==> src/rtl/rns_rev_pkg.sv <==
package rns_rev_pkg;
   // output width: the modulus product lies between 2^(4n) and 2^(4n+1)
   function automatic int out_width(input int n);
      return 4 * n + 1;
   endfunction

   // width of the modulo 2^(n+1)-1 channel
   function automatic int wide_width(input int n);
      return n + 1;
   endfunction
endpackage

==> src/rtl/rns_rev_csa_eac.sv <==
// Three-operand carry-save stage for modulus 2^K-1: the carry out of the
// top bit re-enters at bit 0 because 2^K is congruent to 1.
module rns_rev_csa_eac #(
   parameter int K = 4
) (
   input  logic [K-1:0] op_a,
   input  logic [K-1:0] op_b,
   input  logic [K-1:0] op_c,
   output logic [K-1:0] sum_o,
   output logic [K-1:0] car_o
);
   logic [K-1:0] maj;

   always_comb begin
      sum_o = op_a ^ op_b ^ op_c;
      maj   = (op_a & op_b) | (op_a & op_c) | (op_b & op_c);
      car_o = {maj[K-2:0], maj[K-1]};
   end
endmodule

==> src/rtl/rns_rev_modadd.sv <==
// Two-operand adder modulo 2^K-1 with canonical (non all-ones) result.
module rns_rev_modadd #(
   parameter int K = 4
) (
   input  logic [K-1:0] op_a,
   input  logic [K-1:0] op_b,
   output logic [K-1:0] res_o
);
   logic [K:0]   raw;
   logic [K-1:0] folded;

   always_comb begin
      raw    = {1'b0, op_a} + {1'b0, op_b};
      folded = raw[K-1:0] + {{(K-1){1'b0}}, raw[K]};
      res_o  = (&folded) ? '0 : folded;
   end
endmodule

==> src/rtl/rns_rev_dig2.sv <==
// Second mixed-radix digit: (r1 - r0) mod 2^N-1, r0 folded into N-bit halves.
module rns_rev_dig2 #(
   parameter int N = 4
) (
   input  logic [2*N-1:0] r0,
   input  logic [N-1:0]   r1,
   output logic [N-1:0]   dig_o
);
   logic [N-1:0] neg_lo, neg_hi, cs_s, cs_c;

   assign neg_lo = ~r0[N-1:0];
   assign neg_hi = ~r0[2*N-1:N];

   rns_rev_csa_eac #(.K(N)) u_csa (
      .op_a(r1), .op_b(neg_lo), .op_c(neg_hi), .sum_o(cs_s), .car_o(cs_c)
   );

   rns_rev_modadd #(.K(N)) u_add (
      .op_a(cs_s), .op_b(cs_c), .res_o(dig_o)
   );
endmodule

==> src/rtl/rns_rev_dig3.sv <==
// Third mixed-radix digit modulo 2^(N+1)-1:
// v3 = -2 * (4*(r2 - r0) - v2); multiply by 4 = rotate by two,
// multiply by -2 = rotate by one then complement.
module rns_rev_dig3 #(
   parameter int N = 4
) (
   input  logic [2*N-1:0] r0,
   input  logic [N:0]     r2,
   input  logic [N-1:0]   v2,
   output logic [N:0]     dig_o
);
   localparam int K = N + 1;

   logic [K-1:0] r0_lo, r0_hi;
   logic [K-1:0] opd_a, opd_b, opd_c, opd_d;
   logic [K-1:0] s1, c1, s2, c2, e_sum, neg2;

   always_comb begin
      r0_lo = r0[N:0];
      r0_hi = {2'b00, r0[2*N-1:N+1]};
      opd_a = {r2[K-3:0], r2[K-1:K-2]};
      opd_b = ~{r0_lo[K-3:0], r0_lo[K-1:K-2]};
      opd_c = ~{r0_hi[K-3:0], r0_hi[K-1:K-2]};
      opd_d = ~{1'b0, v2};
   end

   rns_rev_csa_eac #(.K(K)) u_csa1 (
      .op_a(opd_a), .op_b(opd_b), .op_c(opd_c), .sum_o(s1), .car_o(c1)
   );

   rns_rev_csa_eac #(.K(K)) u_csa2 (
      .op_a(s1), .op_b(c1), .op_c(opd_d), .sum_o(s2), .car_o(c2)
   );

   rns_rev_modadd #(.K(K)) u_add (
      .op_a(s2), .op_b(c2), .res_o(e_sum)
   );

   always_comb begin
      neg2  = ~{e_sum[K-2:0], e_sum[K-1]};
      dig_o = (&neg2) ? '0 : neg2;
   end
endmodule

==> src/rtl/rns_rev_conv.sv <==
module rns_rev_conv
   import rns_rev_pkg::*;
#(
   parameter int N       = 4,
   parameter bit REG_OUT = 1'b1
) (
   input  logic           clk,
   input  logic           rst_n,
   input  logic [2*N-1:0] in_r0,
   input  logic [N-1:0]   in_r1,
   input  logic [N:0]     in_r2,
   output logic [4*N:0]   bin_out
);
   localparam int WO = out_width(N);
   localparam int WW = wide_width(N);
   localparam int WY = 2 * N + 1;

   if (N < 2) begin : g_bad_n
      $error("rns_rev_conv: N must be at least 2");
   end
   if (WO != 4 * N + 1 || WW != N + 1) begin : g_bad_w
      $error("rns_rev_conv: width derivation mismatch");
   end

   logic [N-1:0]  dig_v2;
   logic [N:0]    dig_v3;
   logic [WY-1:0] upper;
   logic [WO-1:0] full;

   rns_rev_dig2 #(.N(N)) u_dig2 (
      .r0(in_r0), .r1(in_r1), .dig_o(dig_v2)
   );

   rns_rev_dig3 #(.N(N)) u_dig3 (
      .r0(in_r0), .r2(in_r2), .v2(dig_v2), .dig_o(dig_v3)
   );

   // upper = v2 + (2^N - 1) * v3 = {v3, v2} - v3
   always_comb begin
      upper = {dig_v3, dig_v2} - {{N{1'b0}}, dig_v3};
      full  = {upper, in_r0};
   end

   if (REG_OUT) begin : g_reg
      always_ff @(posedge clk or negedge rst_n) begin
         if (!rst_n) bin_out <= '0;
         else        bin_out <= full;
      end
   end else begin : g_comb
      assign bin_out = full;
   end
endmodule

==> config.mk <==
export PLATFORM = sky130hd
export DESIGN_NAME = rns_rev_conv
export DESIGN_NICKNAME = d
export VERILOG_FILES = /design/src/rtl/rns_rev_pkg.sv /design/src/rtl/rns_rev_csa_eac.sv /design/src/rtl/rns_rev_modadd.sv /design/src/rtl/rns_rev_dig2.sv /design/src/rtl/rns_rev_dig3.sv /design/src/rtl/rns_rev_conv.sv
export SDC_FILE = /design/constraint.sdc
export NUM_CORES = 1
export LEC_CHECK = 0
export BUFFER_PORTS_ARGS = -buffer_cell sky130_fd_sc_hd__buf_4
export CAP_MARGIN = 0
export CORE_ASPECT_RATIO = 1.1
export CORE_MARGIN = 5
export CORE_UTILIZATION = 45
export CTS_BUF_LIST = sky130_fd_sc_hd__clkbuf_4 sky130_fd_sc_hd__clkbuf_8
export CTS_CLUSTER_DIAMETER = 50
export DETAILED_ROUTE_END_ITERATION = 12
export PLACE_DENSITY = 0.7
export SLEW_MARGIN = 40
export SYNTH_ARGS = -nofsm -noshare
export SYNTH_HDL_FRONTEND = slang
export SYNTH_SLANG_ARGS = --single-unit
==> constraint.sdc <==
create_clock -name clk -period 0.8 [get_ports clk]
set_clock_uncertainty 0.1 [all_clocks]
set_input_delay 0.16 -clock clk [delete_from_list [all_inputs] [get_ports clk]]
set_output_delay 0.16 -clock clk [all_outputs]
set_load 0.05 [all_outputs]
; Word-level counts from Yosys, hierarchy flattened
; Index checks and enable logic that the tools add are counted.
[totals]
register_bits = 17
output_inout_bits = 17
word_cells = 39
[classes]
add_sub_neg = 5
n_mux = 3
bitwise = 27
n_reduce_logical = 3
[op_table]
columns = op, n
row1 = $and 5x5->5, 6
row2 = $or 5x5->5, 4
row3 = $xor 5x5->5, 4
row4 = $not 5->5, 3
row5 = $and 4x4->4, 3
row6 = $mux 5, 2
row7 = $reduce_and 5->1, 2
row8 = $sub 9x5->9, 1
row9 = $not 4->4, 2
row10 = $or 4x4->4, 2
row11 = $xor 4x4->4, 2
row12 = $add 5x5->6, 1
row13 = $add 4x4->5, 1
row14 = $add 5x1->5, 1
row15 = $not 4->5, 1
row16 = $add 4x1->4, 1
row17 = $mux 4, 1
row18 = $reduce_and 4->1, 1

; Depth between registers and ports, before layout
[depth]
word_depth = 20
depth_mapped = 36
depth_no_buf = 36

; Cells and area by module
; From an unflattened synthesis, not the netlist that was laid out.
[hier_totals]
cells_unflattened = 172
hier_area_um2 = 1734.2
[modules_own_cells]
columns = module, instances, cells_per_inst, area_each_um2, seq_area_each_um2
row1 = rns_rev_conv, 1, 55, 721.9, 425.4
row2 = rns_rev_modadd at u_dig3.u_add, 1, 50, 402.9, 0.0
row3 = rns_rev_modadd at u_dig2.u_add, 1, 21, 202.7, 0.0
row4 = rns_rev_csa_eac at u_dig3.u_csa1 ..., 2, 5, 100.1, 0.0
row5 = rns_rev_dig3, 1, 24, 96.3, 0.0
row6 = rns_rev_csa_eac at u_dig2.u_csa, 1, 4, 80.1, 0.0
row7 = rns_rev_dig2, 1, 8, 30.0, 0.0

; Least setup slack after synthesis
; Ideal clock, no wire load.
[synth_timing]
path_kind = input to register
start = in in_r0[0]
end = reg bin_out[16]
arrival_ns = 6.823
t_required_ns = 0.578
slack_ns = -6.244
stages = 35
cell_sequence = fa_1 -> inv_1 -> ha_1 -> fa_1 -> a21o_1 -> a21o_1 -> ha_1 -> ha_1 -> xor2_1 -> and3_1 -> nand2_1 -> and2_1 -> fa_1 -> inv_1 -> ha_1 -> a21oi_1 -> and2_1 -> nor2_1 -> o21ai_0 -> nand2b_1 -> ha_1 -> and2b_2 -> and3_1 -> mux2i_1 -> o21a_1 -> o31a_2 -> ha_1 -> inv_1 -> fa_1 -> a21o_1 -> a21o_1 -> a21oi_1 -> nand2_1 -> mux2i_1 -> a32o_1
[synth_via]
elab_chain_cells = 20
[synth_lines]
columns = element, line_no
row1 = "start, declared", rns_rev_conv.sv:9  ; input logic [2*N-1:0] in_r0,
row2 = $not 4->4, rns_rev_dig2.sv:11  ; assign neg_lo = ~r0[N-1:0];
row3 = $and 4x4->4, rns_rev_csa_eac.sv:16  ; maj = (op_a & op_b) | (op_a & op_c) | (op_b & op_c);
row4 = $or 4x4->4 (2 in series), rns_rev_csa_eac.sv:16
row5 = $add 4x4->5, rns_rev_modadd.sv:13  ; raw = {1'b0, op_a} + {1'b0, op_b};
row6 = $add 4x1->4, rns_rev_modadd.sv:14  ; folded = raw[K-1:0] + {{(K-1){1'b0}}, raw[K]};
row7 = $reduce_and 4->1, rns_rev_modadd.sv:15  ; res_o = (&folded) ? '0 : folded;
row8 = $mux 4, rns_rev_modadd.sv:15
row9 = $not 4->5, rns_rev_dig3.sv:24  ; opd_d = ~{1'b0, v2};
row10 = (+4 left out), --
row11 = $add 5x1->5, rns_rev_modadd.sv:14
row12 = $reduce_and 5->1, rns_rev_modadd.sv:15
row13 = $mux 5, rns_rev_modadd.sv:15
row14 = $not 5->5, rns_rev_dig3.sv:40  ; neg2 = ~{e_sum[K-2:0], e_sum[K-1]};
row15 = $reduce_and 5->1, rns_rev_dig3.sv:41  ; dig_o = (&neg2) ? '0 : neg2;
row16 = $mux 5, rns_rev_dig3.sv:41
row17 = $sub 9x5->9 (*), rns_rev_conv.sv:40  ; upper = {dig_v3, dig_v2} - {{N{1'b0}}, dig_v3};
row18 = via upper[8], rns_rev_conv.sv:27  ; logic [WY-1:0] upper;
row19 = "end signal, assigned", rns_rev_conv.sv:47  ; else bin_out <= full;
row20 = "end, declared", rns_rev_conv.sv:12  ; output logic [4*N:0] bin_out
; Mark *: on every way through the listed nets, which the timed path passes. The rest lies on a longest branch.

; Worst setup path after layout
[layout_timing]
start = in in_r0[3]
end = reg bin_out[16]
; Same word-level chain as after synthesis.

==> impl_results.md <==
* Outcome: complete, but fails checks
* Failing checks: negative setup slack
* Worst Tran Pin Value at 460 ps
* RSZ-0062 raised after global routing: true
* Gate Count Post-Synth at 183
* Top Ports at 36
* RePlAce Congestion at 0.885
* Top Registers: bin_out x17
* Pins Over Slew Limit at 0
* Core area at 3710 um^2
* Max-Cap Viols at 0
* CP startpoint kind: primary input
* Post-layout minimum cycle time at 6520 ps
* Crit Path Class: primary input to flop
* Slowest-stage cell, CP: fa_1
* Clk root buf: clkbuf_8
* TritonCTS Buffers at 3
* Initial core utilization at 0.474
* Post-route ant nets at 0
* Vias per cell at 5.26
* Syn Area/Cell at 9.61 um^2
* Final Cycle Share at 8.15
* GRT overflow at 0
* Place WS at -6120 ps
* Post-synth EDFFs at 0
* Share of cells above drive strength 1 at 0.630
* Num rows at 23
* Worst setup path end: bin_out[16]
* Worst path most repeated cell: ha_4
* CP endpoint kind: flop
* Hold_ws at 19.7 ps
* Final nets at 363
* Worst hold path type: primary input to flop
* Cell taking the most area after synthesis: dfrtp_1
* CP Data Required Time at 840 ps
* Die height at 75.6 um
* Post-synth ARST share at 1.00
* Post-synthesis cell area at 1760 um^2
* Number of I/O port buffers at 35
* Number of synthesis warnings at 0
* Synth top area share at 0.242
* DR WL/cell at 18.5 um
* Hpwl dp at 3820 um
* Clk slew on worst S/H paths at 60 ps
* Die Span X at 69.6 um
* Largest reg by FF count: bin_out
* Synth area leaders: dfrtp_1 (24%), fa_1 (16%), ha_1 (15%), inv_1 (7.5%), xnor2_1 (4.0%)
* Global-route wire length before repair at 9690 um
* CP Data Arrival Time at 6560 ps
* Maximum clock path buffer count at 2
* Final setup violation count at 26
* Vias in the first global route at 2,068
* Vias at 1,883
* Syn-to-layout area delta at 82.8%
* Most common flop cell mapped by yosys: dfrtp_1
* Relative slew slack at 0.691
* Max FFs per register at 17
* DRT iter0 DRCs at 110
* Syn Nets at 237
* Final Hold Vio Count at 0
* # DRC at 0
* GRT Util Overall at 0.236
* Sequential element share of the synthesized area at 0.242
* Clock sink total at 17
* Fin util at 0.866
* CTS tree: yes
* Diodes inserted at 0
* Setup ws final at -5720 ps
* Critical Path Start: in_r0[3]
* H-Tree Depth at 1
* Largest net degree at the start of global routing at 18
* Initial antenna violation count at 0
* First-pass DRT Iterations at 4
* Post-Route WL at 6610 um
* Worst path max stage delay at 520 ps
* Max frequency at 0.153 GHz
* Placement Cell Area at 2620 um^2
* Netlist cell types at 38
* Design Area, Final at 3210 um^2
* Flops & latches, synth at 17
* Die ar. at 5260 um^2
* Crit path max fanout at 5
-- cells in the mapped netlist (2+ instances only) --
cell      instances
dfrtp_1          17
xor2_1            5
clkbuf_1          2
inv_1            35
and2_1            4
o21ai_0           6
nor2b_1           2
nand2_1          11
fa_1             14
o21a_1            2
a21o_1            5
xnor2_1           8
mux2i_1           2
nor2_1           12
and3_1            3
ha_1             21
o31a_2            2
a21oi_1           6
nand3_1           7
-- how the worst min path moves through the flow --
stage,from,to,cells after the start
CTS,in_r0[7],bin_out[7],2
finish,in_r0[7],bin_out[7],2
floorplan,rst_n,bin_out[0],0
global route,in_r0[7],bin_out[7],2
detailed placement,rst_n,bin_out[3],1
global placement,rst_n,bin_out[3],1
-- cell families (layout without fill, tap and decap cells) --
| kind of cell | count (synthesis) | in the layout | share of synthesized area |
|---|---|---|---|
| XOR/XNOR | 15 | 15 | 0.0932 |
| multiplexers | 2 | 2 | 0.0114 |
| AO/OA/AOI/OAI | 34 | 34 | 0.146 |
| AND/OR/NAND/NOR | 43 | 43 | 0.120 |
| buffers and inverters | 37 | 162 | 0.0790 |
| flip-flops | 17 | 17 | 0.242 |
| adder cells (fa/ha/maj) | 35 | 35 | 0.309 |
-- critical path, delay by kind of cell --
| family | cells | cell delay, ps |
|---|---|---|
| compound gates | 10 | 1720 |
| xor+xnor | 1 | 180 |
| buf+inv | 4 | 240 |
| mux | 2 | 280 |
| fa+ha+maj | 10 | 2780 |
| simple gates | 9 | 1200 |
-- layout by cell type (no fill, tap or decap), drive strengths merged, types with 4 or more instances in the layout --
master,count
inv,35
o21ai,6
nand3,7
and2,4
ha,21
a21oi,7
nor2,12
dfrtp,17
buf,118
a21o,6
xnor2,8
nand2,11
fa,14
xor2,6
-- per-stage QoR --
stage | TNS, ps | cells
floorplan | -47400 | 183
global route | -55160 | 358
CTS | -51080 | 348
global placement | -49320 | 322
finish | -52970 | 358
detailed placement | -51340 | 322
-- per-layer routing --
metal / vias up / wire length, um / part of all wire / GRT usage
li1: 853 / - / - / -
met4: 0 / 404 / 0.061 / 0.0998
met3: 29 / 300 / 0.045 / 0.0145
met2: 91 / 3510 / 0.53 / 0.486
met1: 910 / 2400 / 0.36 / 0.252
met5: - / 0 / 0 / 0
-- cell type report --
type	instances	area, um^2
Inverter	35	131
Multi-Input combinational cell	129	1500
Sequential cell	17	445
Clock inverter	1	5.00
Timing Repair Buffer	123	1030
Fill cell	162	499
Tap cell	50	62.6
Clock buffer	3	41.3
-- repair_timing --
action	CTS	global route
resized for setup	50	17
endpoints found under the setup margin	26	28
hold endpoints to repair	21	0
pin swaps	26	13
buffers inserted	18	10
hold buffers	5	0
Power is not shown: default switching activity piles up to over one toggle a cycle in this logic, so the estimate is an artifact.
